[config.mk]
export PLATFORM = sky130hd
export DESIGN_NAME = irq_vector_responder
export DESIGN_NICKNAME = d
export VERILOG_FILES = /design/src/rtl/irq_vec_pkg.sv /design/src/rtl/irq_prio_enc.sv /design/src/rtl/irq_vec_field.sv /design/src/rtl/irq_ack_fsm.sv /design/src/rtl/irq_vector_responder.sv
export SDC_FILE = /design/constraint.sdc
export NUM_CORES = 1
export LEC_CHECK = 0
export BUFFER_PORTS_ARGS = -buffer_cell sky130_fd_sc_hd__buf_2
export CAP_MARGIN = 20
export CORE_MARGIN = 5
export CORE_UTILIZATION = 36
export DETAILED_ROUTE_END_ITERATION = 7
export PLACE_DENSITY = 0.71
export SYNTH_ARGS = -nofsm -noshare
export SYNTH_HDL_FRONTEND = slang
export SYNTH_SLANG_ARGS = --single-unit
[constraint.sdc]
create_clock -name clk -period 0.99 [get_ports clk]
set_input_delay 0.198 -clock clk [delete_from_list [all_inputs] [get_ports clk]]
set_output_delay 0.198 -clock clk [all_outputs]
set_load 0.02 [all_outputs]
[src/rtl/irq_vec_pkg.sv]
package irq_vec_pkg;
   typedef enum logic [1:0] {
      ST_IDLE = 2'd0,
      ST_WAIT = 2'd1,
      ST_ACK  = 2'd2,
      ST_HOLD = 2'd3
   } ack_state_t;
endpackage

[src/rtl/irq_prio_enc.sv]
module irq_prio_enc #(
   parameter int NUM_CH = 12,
   parameter int IDX_W  = 4
) (
   input  logic [NUM_CH-1:0] req,
   output logic [IDX_W-1:0]  idx,
   output logic              any
);
   logic [NUM_CH-1:0] grant;

   // a bit wins when no higher-numbered bit is set
   genvar gi;
   generate
      for (gi = 0; gi < NUM_CH; gi++) begin : g_grant
         if (gi == NUM_CH-1) begin : g_top
            assign grant[gi] = req[gi];
         end else begin : g_low
            assign grant[gi] = req[gi] & ~(|req[NUM_CH-1:gi+1]);
         end
      end
   endgenerate

   always_comb begin
      idx = '0;
      for (int i = 0; i < NUM_CH; i++) begin
         if (grant[i]) idx = IDX_W'(i);
      end
   end

   assign any = |req;
endmodule

[src/rtl/irq_vec_field.sv]
module irq_vec_field #(
   parameter int VEC_W  = 8,
   parameter int USER_W = 4
) (
   input  logic              clk,
   input  logic              rst_n,
   input  logic              wr,
   input  logic [VEC_W-1:0]  wdata,
   output logic [USER_W-1:0] field
);
   always_ff @(posedge clk) begin
      if (!rst_n)  field <= '0;
      else if (wr) field <= wdata[VEC_W-1 -: USER_W];
   end
endmodule

[src/rtl/irq_ack_fsm.sv]
module irq_ack_fsm
   import irq_vec_pkg::*;
#(
   parameter int IDX_W = 4
) (
   input  logic             clk,
   input  logic             rst_n,
   input  logic             hit,
   input  logic             sel_n,
   input  logic [IDX_W-1:0] win_idx,
   output logic [IDX_W-1:0] cap_idx,
   output logic             drive
);
   ack_state_t st_q, st_d;

   always_comb begin
      st_d = st_q;
      unique case (st_q)
         ST_IDLE: if (hit) st_d = ST_WAIT;
         ST_WAIT: st_d = hit ? ST_ACK : ST_IDLE;
         ST_ACK:  st_d = sel_n ? ST_IDLE : ST_HOLD;
         ST_HOLD: if (sel_n) st_d = ST_IDLE;
         default: st_d = ST_IDLE;
      endcase
   end

   always_ff @(posedge clk) begin
      if (!rst_n) begin
         st_q    <= ST_IDLE;
         cap_idx <= '0;
      end else begin
         st_q <= st_d;
         if (st_q == ST_IDLE && hit) cap_idx <= win_idx;
      end
   end

   assign drive = (st_q == ST_ACK);
endmodule

[src/rtl/irq_vector_responder.sv]
module irq_vector_responder #(
   parameter int NUM_CH = 12,
   parameter int VEC_W  = 8,
   parameter int USER_W = 4
) (
   input  logic              clk,
   input  logic              rst_n,
   input  logic [NUM_CH-1:0] pending,
   input  logic              vec_wr,
   input  logic [VEC_W-1:0]  vec_wdata,
   input  logic              int_sel_n,
   input  logic              addr1,
   output logic              irq_req_n,
   output logic              ack_n,
   output logic              data_oe,
   output logic [VEC_W-1:0]  data_out
);
   localparam int CH_FIELD_W = VEC_W - USER_W;
   localparam int IDX_W      = (NUM_CH > 1) ? $clog2(NUM_CH) : 1;

   generate
      if (IDX_W > CH_FIELD_W) begin : g_bad_width
         $error("channel index does not fit the vector channel field");
      end
      if (USER_W < 1 || USER_W >= VEC_W) begin : g_bad_user
         $error("programmable field width out of range");
      end
   endgenerate

   logic [IDX_W-1:0]  win_idx, cap_idx;
   logic              any_pend, drive, hit;
   logic [USER_W-1:0] user_field;

   irq_prio_enc #(.NUM_CH(NUM_CH), .IDX_W(IDX_W)) u_enc (
      .req (pending),
      .idx (win_idx),
      .any (any_pend)
   );

   irq_vec_field #(.VEC_W(VEC_W), .USER_W(USER_W)) u_field (
      .clk   (clk),
      .rst_n (rst_n),
      .wr    (vec_wr),
      .wdata (vec_wdata),
      .field (user_field)
   );

   assign hit = !int_sel_n && !addr1;

   irq_ack_fsm #(.IDX_W(IDX_W)) u_fsm (
      .clk     (clk),
      .rst_n   (rst_n),
      .hit     (hit),
      .sel_n   (int_sel_n),
      .win_idx (win_idx),
      .cap_idx (cap_idx),
      .drive   (drive)
   );

   assign irq_req_n = !any_pend;
   assign ack_n     = !drive;
   assign data_oe   = drive;
   assign data_out  = drive ? {user_field, CH_FIELD_W'(cap_idx)} : '0;
endmodule

# Word level (Yosys, flattened, before mapping)
# Cells that the tools add are included.
classes:
  n_bitwise: 20
  mux: 17
  eq_ne: 5
  n_reduce_logical: 18
op_table:
  columns: ["operator", "count"]
  rows:
  - ["2-to-1 mux 4 bit", 10]
  - ["OR reduction 12 bit", 1]
  - ["bitwise AND 1 bit", 10]
  - ["NOT 1 bit", 10]
  - ["OR reduction 10 bit", 1]
  - ["OR reduction 9 bit", 1]
  - ["2-to-1 mux 2 bit", 4]
  - ["2-to-1 mux 8 bit", 1]
  - ["one-hot mux 2 bit (4 select lines)", 1]
  - ["OR reduction 8 bit", 1]
  - ["OR reduction 7 bit", 1]
  - ["OR reduction 6 bit", 1]
  - ["OR reduction 5 bit", 1]
  - ["equality test 2 bit (second input constant)", 2]
  - ["zero test 1 bit", 4]
  - ["OR reduction 4 bit", 1]
  - ["OR reduction 3 bit", 1]
  - ["equality test 2 x 1 -> 1 bit (second input constant)", 1]
  - ["logical AND 1 bit", 2]
  - ["zero test 2 bit", 1]
  - ["!= test 2 x 1 -> 1 bit (second input constant)", 1]
  - ["!= test 2 bit (second input constant)", 1]
  - ["AND reduction 2 bit", 1]
  - ["OR reduction 2 bit", 1]
  - ["2-to-1 mux 1 bit", 1]
word_totals:
  out_inout_bits: 11
  register_bits: 10
  wordCells: 63

# Longest topological paths before layout
# Gate-level depths: netlist (run 1).
logic_depth:
  depth_word: 14
  depth_mapped: 4

# Modules after synthesis
# Synthesis (run 1) repeated with hierarchy kept, for this count alone.
unflattened:
  hier_cells: 68
  hier_area_um2: 588.1
modules_own_cells:
  columns: ["mod", "cells_per_inst", "area_per_inst_um2", "seq_area_each_um2", "n_inst"]
  rows:
  - ["irq_ack_fsm", 25, 254.0, 120.1, 1]
  - ["irq_vec_field", 13, 156.4, 80.1, 1]
  - ["irq_prio_enc", 19, 116.4, 0.0, 1]
  - ["irq_vector_responder", 11, 61.3, 0.0, 1]

# Least setup slack after synthesis (run 1)
# OpenSTA, ideal clock, no wires.
synth_timing:
  path_type: "flip-flop to output port"
  startpoint: "register u_fsm.st_q[1]"
  endpoint: "output port data_out[0]"
  stages_incl_launch_ff: 4
  required_ps: 792
  arrival_ps: 955
  n_path_buf: 1
  path_slack_ps: -163
  path_cell_list: "dfxtp_1 -> and2b_1 -> buf_2 -> and2_1"
synth_between:
  elab_chain_cells: 2
synth_rtl:
  columns: ["element", "line", "source"]
  rows:
  - ["start, declared", "irq_ack_fsm.sv:14", "ack_state_t st_q, st_d;"]
  - ["start signal, assigned", "irq_ack_fsm.sv:32", "st_q <= st_d;"]
  - ["equality test 2 bit", "irq_ack_fsm.sv:37", "assign drive = (st_q == ST_ACK);"]
  - ["named net data_oe", "irq_vector_responder.sv:15", "output logic data_oe,"]
  - ["2-to-1 mux 8 bit", "irq_vector_responder.sv:63", "assign data_out = drive ? {user_field, CH_FIELD_W'(cap_idx)} : '0;"]
  - ["end, declared", "irq_vector_responder.sv:16", "output logic [VEC_W-1:0] data_out"]
# The timed path passes the listed nets, and every way through them passes these cells.

# Final worst setup path (run 1)
layout_timing:
  startpoint: "register u_fsm.st_q[0]"
  endpoint: "output port data_out[5]"
layout_between:
  elab_chain_cells: 2
layout_rtl:
  columns: ["element", "line"]
  rows:
  - ["equality test 2 bit", "irq_ack_fsm.sv:37"]
  - ["2-to-1 mux 8 bit", "irq_vector_responder.sv:63"]
# Every way passes these cells.

==> summary.md, run 1 <==
| Metric | Value |
|---|---|
| Post-Place Worst Slack | -0.189 ns |
| Count of pins over their slew limit | 0 |
| Endpoint with the worst hold slack | u_field.field[3] |
| Clock share of power | 0.357 |
| Final cycle utilization of the critical path | 1.43 |
| Int Power | approximately 780 uW |
| Top cells by count, synth | 10 x sky130_fd_sc_hd__dfxtp_1, 8 x sky130_fd_sc_hd__and2_1, 5 x sky130_fd_sc_hd__nor2b_1, 4 x sky130_fd_sc_hd__inv_1, 4 x sky130_fd_sc_hd__mux2i_1 |
| Biggest area contributors in the synthesized netlist | sky130_fd_sc_hd__dfxtp_1 36%, sky130_fd_sc_hd__and2_1 9.0%, sky130_fd_sc_hd__nor4_4 7.7% |
| Cell count after placement | around 120 |
| Maximum buffer depth of the clock tree | 2 |
| Unique cell type count in the Yosys netlist | 27 |
| Worst min-delay path class | input port to register |
| CTS Root Buffer Type | sky130_fd_sc_hd__clkbuf_4 |
| Clk slew on worst S/H paths | roughly 0.070 ns |
| Worst Path Required | between 0.7 and 0.8 ns |
| Initial antenna violation count | 0 |
| Minimum clock period after layout | around 1.4 ns |
| Max-cap violations | 0 |
| Cell Pwr Density | around 900 mW/mm^2 |
| Cell taking the most area after synthesis | sky130_fd_sc_hd__dfxtp_1 |
| Yosys warning total | 0 |
| Final worst hold slack | between 0.2 and 0.25 ns |
| R2R Path End | u_fsm.cap_idx[2] |
| CP Data Arrival Time | 1.22 ns |
| Global placement routability congestion | ~0.66 |
| Hold depth | 3 |
| Power share of the sequential group | 0.423 |
| Sinks on Clock Net | 10 |
| Sort of element at the start of the critical path | register |
| Largest driver fanout on the critical path | 4 |
| Post-synth EDFFs | 0 |
| Post-detailed-route DRC marker count | 0 |
| Fraction of synthesized cell area taken by the top area cell type | 0.362 |
| Area of the die | 0.00242 mm^2 |
| R2R cell count | 6 |
| Post-synthesis async set-or-reset flop share | 0 |
| Top-level I/O count | 36 |
| Antenna-violating nets left | 0 |
| Overall Global Routing Usage | 0.148 |
| Transition time at the pin with the least slew margin | between 0.2 and 0.3 ns |
| Avg Inst Size Synth | approximately 9 um^2 |
| Slowest-stage cell, CP | sky130_fd_sc_hd__dfxtp_2 |
| Fraction of power consumed by combinational cells | 0.220 |
| Maximum number of pins on one net before global-route repair | 11 |
| Maximum clock frequency | 707 MHz |
| Leading register cell type out of synthesis | sky130_fd_sc_hd__dfxtp_1 |
| Grt ovf | 0 |
| Layout Nets | roughly 140 |
| Leakage dissipation | about 0.54 nW |
| Average via count per standard cell | 4.98 |
| Mapped Nets | just under 90 |
| Worst rel slew slack | 0.808 |
| Post-DP Area | 858 um^2 |
| Finished Layout Cells | roughly 130 |
| Via Count | 662 |
| Most repeated cell in the gate-level netlist after synthesis | sky130_fd_sc_hd__dfxtp_1 |
| Combined area of all synthesized cells | 553 um^2 |
| Clock Skew | 0.00254 ns |
| Number of global-route vias before repair | 701 |
| Number of optimization iterations in the first detailed-route pass | 2 |
| Number of synthesized register bits | 10 |
| Detailed router's first-iteration violation count | 5 |
| Failing checks | setup timing |
| Layout cell share with drive strength beyond 1 | 0.692 |
| CTS H-tree depth | 1 |
| Post-layout total power | 1.03 mW |
| Final setup vio count | 16 |
| Maximum cell stage delay along the critical path | 0.32 ns |
| Area grow syn2layout | 103% |
| Reg-to-reg critical path startpoint | u_fsm.st_q[1] |
| Net load switching power | between 200 and 250 uW |
| WS Path Type | register to output pin |
| N_diodes | 0 |
| Type of element capturing the critical path | output pin |
| Number of clock buffers inserted by TritonCTS | 3 |
| Die H | between 40 and 50 um |
| Most common cell on crit path | sky130_fd_sc_hd__buf_6 |
| Core outline area | roughly 0.0015 mm^2 |
| Flop2flop setup slack | -0.32 ns |
| Ordered cell list for the critical path | and2b_2 > buf_6 > and2_4 > buf_6 |
| DR WL/cell | 13.1 um |
| Net Sw Frac | 0.242 |
| TritonCTS clock tree | yes |
| Proportion of synthesized chip area in sequential cells | 0.362 |
| Floorplan die width | around 49 um |
| Port buffer count | 31 |
| Count of standard-cell rows | 14 |
| Final Instance Area | about 0.0011 mm^2 |
| Status | complete, but fails checks |
| Hold Path Origin | vec_wdata[7] |
| Setup repair after global routing missed its margin | true |
| DPL Wire Length | approximately 1.1 mm |
| Total wirelength of the detailed-routed design | 1.75 mm |
| IR drop worst, VDD | 0.530 mV |
| Latest clock arrival within the worst-skew pair | 0.27 ns |
| Min setup slack post-route | -0.425 ns |
| Global-route wire length before repair | between 2 and 3 mm |
| Hold Violations, Final | 0 |
| Number of cells produced by synthesis | between 60 and 70 |
| Starting density of the core | 0.371 |
## repair_timing
item | CTS | global route
hold buffers | 0 | 0
pin swaps | 7 | 5
resized for setup | 40 | 9
hold endpoints to repair | 0 | 0
buffers inserted | 5 | 3
setup endpoints to repair | 15 | 16
## per-stage QoR
step	TNS [ns]	utilization
floorplan	-0.425	-
global placement	-1.42	0.576
detailed placement	-1.65	0.576
CTS	-5.36	0.716
global route	-6.50	0.754
finish	-5.48	0.754
## routing by layer
metal  part of all wire  global-route usage  up-vias
met5                  0                   0        -
met4              0.027              0.0942        0
met3              0.089              0.0367        5
met2               0.53               0.277       37
met1               0.35               0.138      290
li1                   -                   -      330
## worst max-delay path, delay by kind of cell, from the launching register on
kind          cells  cell delay [ns]
simple gates      2             0.37
buf+inv           2             0.25
flops             1             0.32
## flip-flops by register name, summed over array words and instances, names as in the netlist
name	count
u_field.field	4
u_fsm.cap_idx	4
u_fsm.st_q	2
## area by class of cell
cell class	count	area [um^2]
repair buffers	54	448
flip-flops and latches	10	205
multi-input cells	45	398
well taps	16	20.0
clock buffers	4	36.3
fillers	112	367
inverters	4	15.0
## power groups by stage
stage               Combinational, mW  Clock [mW]  Sequential [mW]
floorplan                      0.0705           0            0.443
global placement                0.170           0            0.443
finish                          0.225       0.366            0.434
CTS                             0.207       0.376            0.433
global route                    0.244       0.407            0.436
detailed placement              0.176           0            0.444
## cell families (layout without fill, tap and decap cells)
group,after synthesis,in the layout,share of synthesized area
buf+inv,7,62,0.0498
flops,10,10,0.362
compound gates,12,12,0.145
simple gates,29,29,0.371
mux,4,4,0.0724
## placed cells by master, fill, tap and decap left out, drive strengths merged
cell type,synthesis,final
a21boi,1,1
nor2b,5,5
o21ai,2,2
o211ai,1,1
nand3b,1,1
dfxtp,10,10
nor4,4,4
nand2b,2,2
nor2,3,3
o21a,1,1
nand2,1,1
and2b,2,2
a31oi,1,1
nor3b,1,1
and2,8,8
o31ai,1,1
clkbuf,2,4
nor3,1,1
inv,4,4
o211a,1,1
mux2i,4,4
a221oi,1,1
a21oi,3,3
buf,1,54
and3,1,1
## worst max-delay path by stage
stage | startpoint | endpoint | depth (start not counted)
after floorplan | u_fsm.st_q[1] | u_fsm.cap_idx[1] | 3
after CTS | u_fsm.st_q[0] | data_out[2] | 4
after global routing | u_fsm.st_q[0] | data_out[6] | 4
after global placement | pending[7] | irq_req_n | 4
final | u_fsm.st_q[0] | data_out[5] | 4
after detailed placement | pending[7] | irq_req_n | 4
Power figures use the tool's default switching activity.
==> run 2: changes to the inputs <==
==> constraint.sdc (replaced) <==
create_clock -name clk -period 0.99 [get_ports clk]
set_input_delay 0.0495 -clock clk [delete_from_list [all_inputs] [get_ports clk]]
set_output_delay 0.0495 -clock clk [all_outputs]
set_load 0.02 [all_outputs]
==> run 2 against run 1 <==
Effect of this change:
- the run still ends with setup timing left
- sequential power about the same
- die area unchanged
- hold slack got worse by 0.19 ns
- maximum frequency increased by 21%
- register-to-register slack improved by 0.21 ns
- first-iteration DRC count decreased by 60%
- via count decreased by 13%
- combinational power decreased by 31%
- flip-flop and latch count unchanged
- critical endpoint is now data_out[2]
- total power decreased by 17%
==> summary.md, run 2 (synthesis results as in run 1) <==
| Metric | Value |
|---|---|
| Maximum clock frequency | ~860 MHz |
| Area grow syn2layout | 60.4% |
| CTS Root Buffer Type | sky130_fd_sc_hd__clkbuf_4 |
| Sinks on Clock Net | 10 |
| Setup repair after global routing missed its margin | true |
| Core outline area | about 0.0015 mm^2 |
| Slowest-stage cell, CP | sky130_fd_sc_hd__dfxtp_4 |
| Leading cell types in the layout, fill and taps excluded | 21 x sky130_fd_sc_hd__buf_2, 11 x sky130_fd_sc_hd__buf_6, 8 x sky130_fd_sc_hd__and2_4, 8 x sky130_fd_sc_hd__dfxtp_1, 5 x sky130_fd_sc_hd__nor2b_1 |
| Number of optimization iterations in the first detailed-route pass | 2 |
| Maximum buffer depth of the clock tree | 2 |
| Clock share of power | 0.307 |
| Type of element capturing the critical path | output pin |
| Sort of element at the start of the critical path | register |
| Maximum cell stage delay along the critical path | between 0.3 and 0.4 ns |
| Max-cap violations | 0 |
| Fraction of power consumed by combinational cells | 0.183 |
| Global placement routability congestion | between 0.7 and 0.8 |
| Number of clock buffers inserted by TritonCTS | 3 |
| Count of standard-cell rows | 14 |
| Post-detailed-route DRC marker count | 0 |
| Number of global-route vias before repair | ~600 |
| Setup TNS after final layout | -1.93 ns |
| Ordered cell list for the critical path | and2b_4 > and2_4 > buf_6 |
| Final setup vio count | 14 |
| Hold Violations, Final | 0 |
| Layout cell share with drive strength beyond 1 | 0.566 |
| Floorplan die width | around 50 um |
| Final Instance Area | 887 um^2 |
| Finished Layout Cells | 115 |
| Antenna-violating nets left | 0 |
| Cell count after placement | roughly 110 |
| Reg-to-reg critical path startpoint | u_fsm.st_q[0] |
| WS Path Type | register to output pin |
| CP Data Arrival Time | 1.12 ns |
| Endpoint with the worst hold slack | u_fsm.st_q[1] |
| Total wirelength of the detailed-routed design | 1.36 mm |
| Critical path origin | u_fsm.st_q[0] |
| Area of the die | roughly 0.0024 mm^2 |
| Worst Path Required | roughly 0.94 ns |
| Min setup slack post-route | -0.179 ns |
| Int Power | between 600 and 700 uW |
| Kind of cell with the highest combined delay on the critical path | simple AND/OR/NAND/NOR gates |
| Port buffer count | 31 |
| TritonCTS clock tree | yes |
| Maximum number of pins on one net before global-route repair | 11 |
| Latest clock arrival within the worst-skew pair | approximately 0.25 ns |
| DR WL/cell | roughly 12 um |
| R2R cell count | 5 |
| Failing checks | setup timing |
| Worst rel slew slack | 0.817 |
| Die H | a little under 50 um |
| Final cycle utilization of the critical path | 1.18 |
| Post-Place Worst Slack | -0.120 ns |
| Most common library cell in the layout ignoring fill and taps | sky130_fd_sc_hd__buf_2 |
| Minimum clock period after layout | 1.17 ns |
| R2R Path End | u_fsm.cap_idx[1] |
| Status | complete, but fails checks |
| Top-level I/O count | 36 |
| Net Sw Frac | 0.242 |
| Initial antenna violation count | 0 |
| Largest driver fanout on the critical path | 5 |
| Power share of the sequential group | 0.510 |
| Fill cell total of the finished layout | roughly 130 |
| Grt ovf | 0 |
| Leakage dissipation | 0.425 nW |
| Flop2flop setup slack | -0.11 ns |
| Post-DP Area | about 750 um^2 |
| Clk slew on worst S/H paths | 0.06 ns |
| Net load switching power | slightly above 200 uW |
| Hold depth | 2 |
| Number of buffers and inverters on the critical path | 1 |
| N_diodes | 0 |
| Post-layout total power | approximately 850 uW |
| Regs by FF count | u_field.field (4), u_fsm.cap_idx (4), u_fsm.st_q (2) |
| Transition time at the pin with the least slew margin | ~0.27 ns |
| Detailed router's first-iteration violation count | 2 |
| Average via count per standard cell | 5.02 |
| Hold Path Origin | int_sel_n |
| Overall Global Routing Usage | 0.117 |
| IR drop worst, VDD | roughly 0.44 mV |
| Global-route wire length before repair | between 2 and 2.5 mm |
| CTS H-tree depth | 1 |
| Worst min-delay path class | input port to register |
| Count of pins over their slew limit | 0 |
| Layout Nets | approximately 130 |
| Hold-fix buffers at CTS | 0 |
| Cell Pwr Density | ~960 mW/mm^2 |
| Clock Skew | 0.00231 ns |
| DPL Wire Length | between 1 and 1.5 mm |
| Via Count | approximately 580 |
| Starting density of the core | 0.371 |
| Depth of the critical timing path with buffers and inverters included | 3 |
[run 2: how the worst max path moves through the flow]
stage                                  end  slack (ns)
after floorplan           u_fsm.cap_idx[1]       -0.06
after global placement         data_out[1]       -0.08
after detailed placement       data_out[4]       -0.12
after CTS                      data_out[4]       -0.19
after global routing           data_out[2]       -0.23
final                          data_out[2]       -0.18
[run 2: final cells by class]
cell class | instances | area [um^2] | area share
inverter | 4 | 15.0 | 0.0169
multi-input combinational | 46 | 365 | 0.412
clock buffer | 3 | 22.5 | 0.0254
tap | 16 | 20.0 | 0.0226
sequential | 10 | 205 | 0.231
timing repair buffer | 36 | 259 | 0.292
[run 2: timing repair]
item	CTS	global route
setup endpoints to repair	14	16
pin swaps	9	4
buffers inserted	1	2
gates cloned	1	0
gates resized for setup	26	3
[run 2: power by group through the flow]
stage               clock (mW)  sequential (mW)  combinational (mW)
floorplan                    0            0.442              0.0693
global placement             0            0.444               0.136
detailed placement           0            0.445               0.142
CTS                      0.271            0.434               0.151
global route             0.295            0.436               0.174
finish                   0.262            0.434               0.156
[run 2: routing by layer]
| metal | part of all wire | wire, um | global-route usage |
|---|---|---|---|
| met2 | 0.49 | 666 | 0.200 |
| met3 | 0.096 | 130 | 0.0214 |
| met4 | 0.018 | 25 | 0.0807 |
| met1 | 0.39 | 532 | 0.127 |
| met5 | 0 | 0 | 0 |
[run 2: stage by stage]
| step | hold WS, ns | util |
|---|---|---|
| final | 0.00865 | 0.596 |
| after CTS | 0.00462 | 0.576 |
| after global routing | 0.0123 | 0.596 |
| after detailed placement | 0.277 | 0.505 |
| after global placement | 0.270 | 0.505 |
| after floorplan | 0.118 | - |
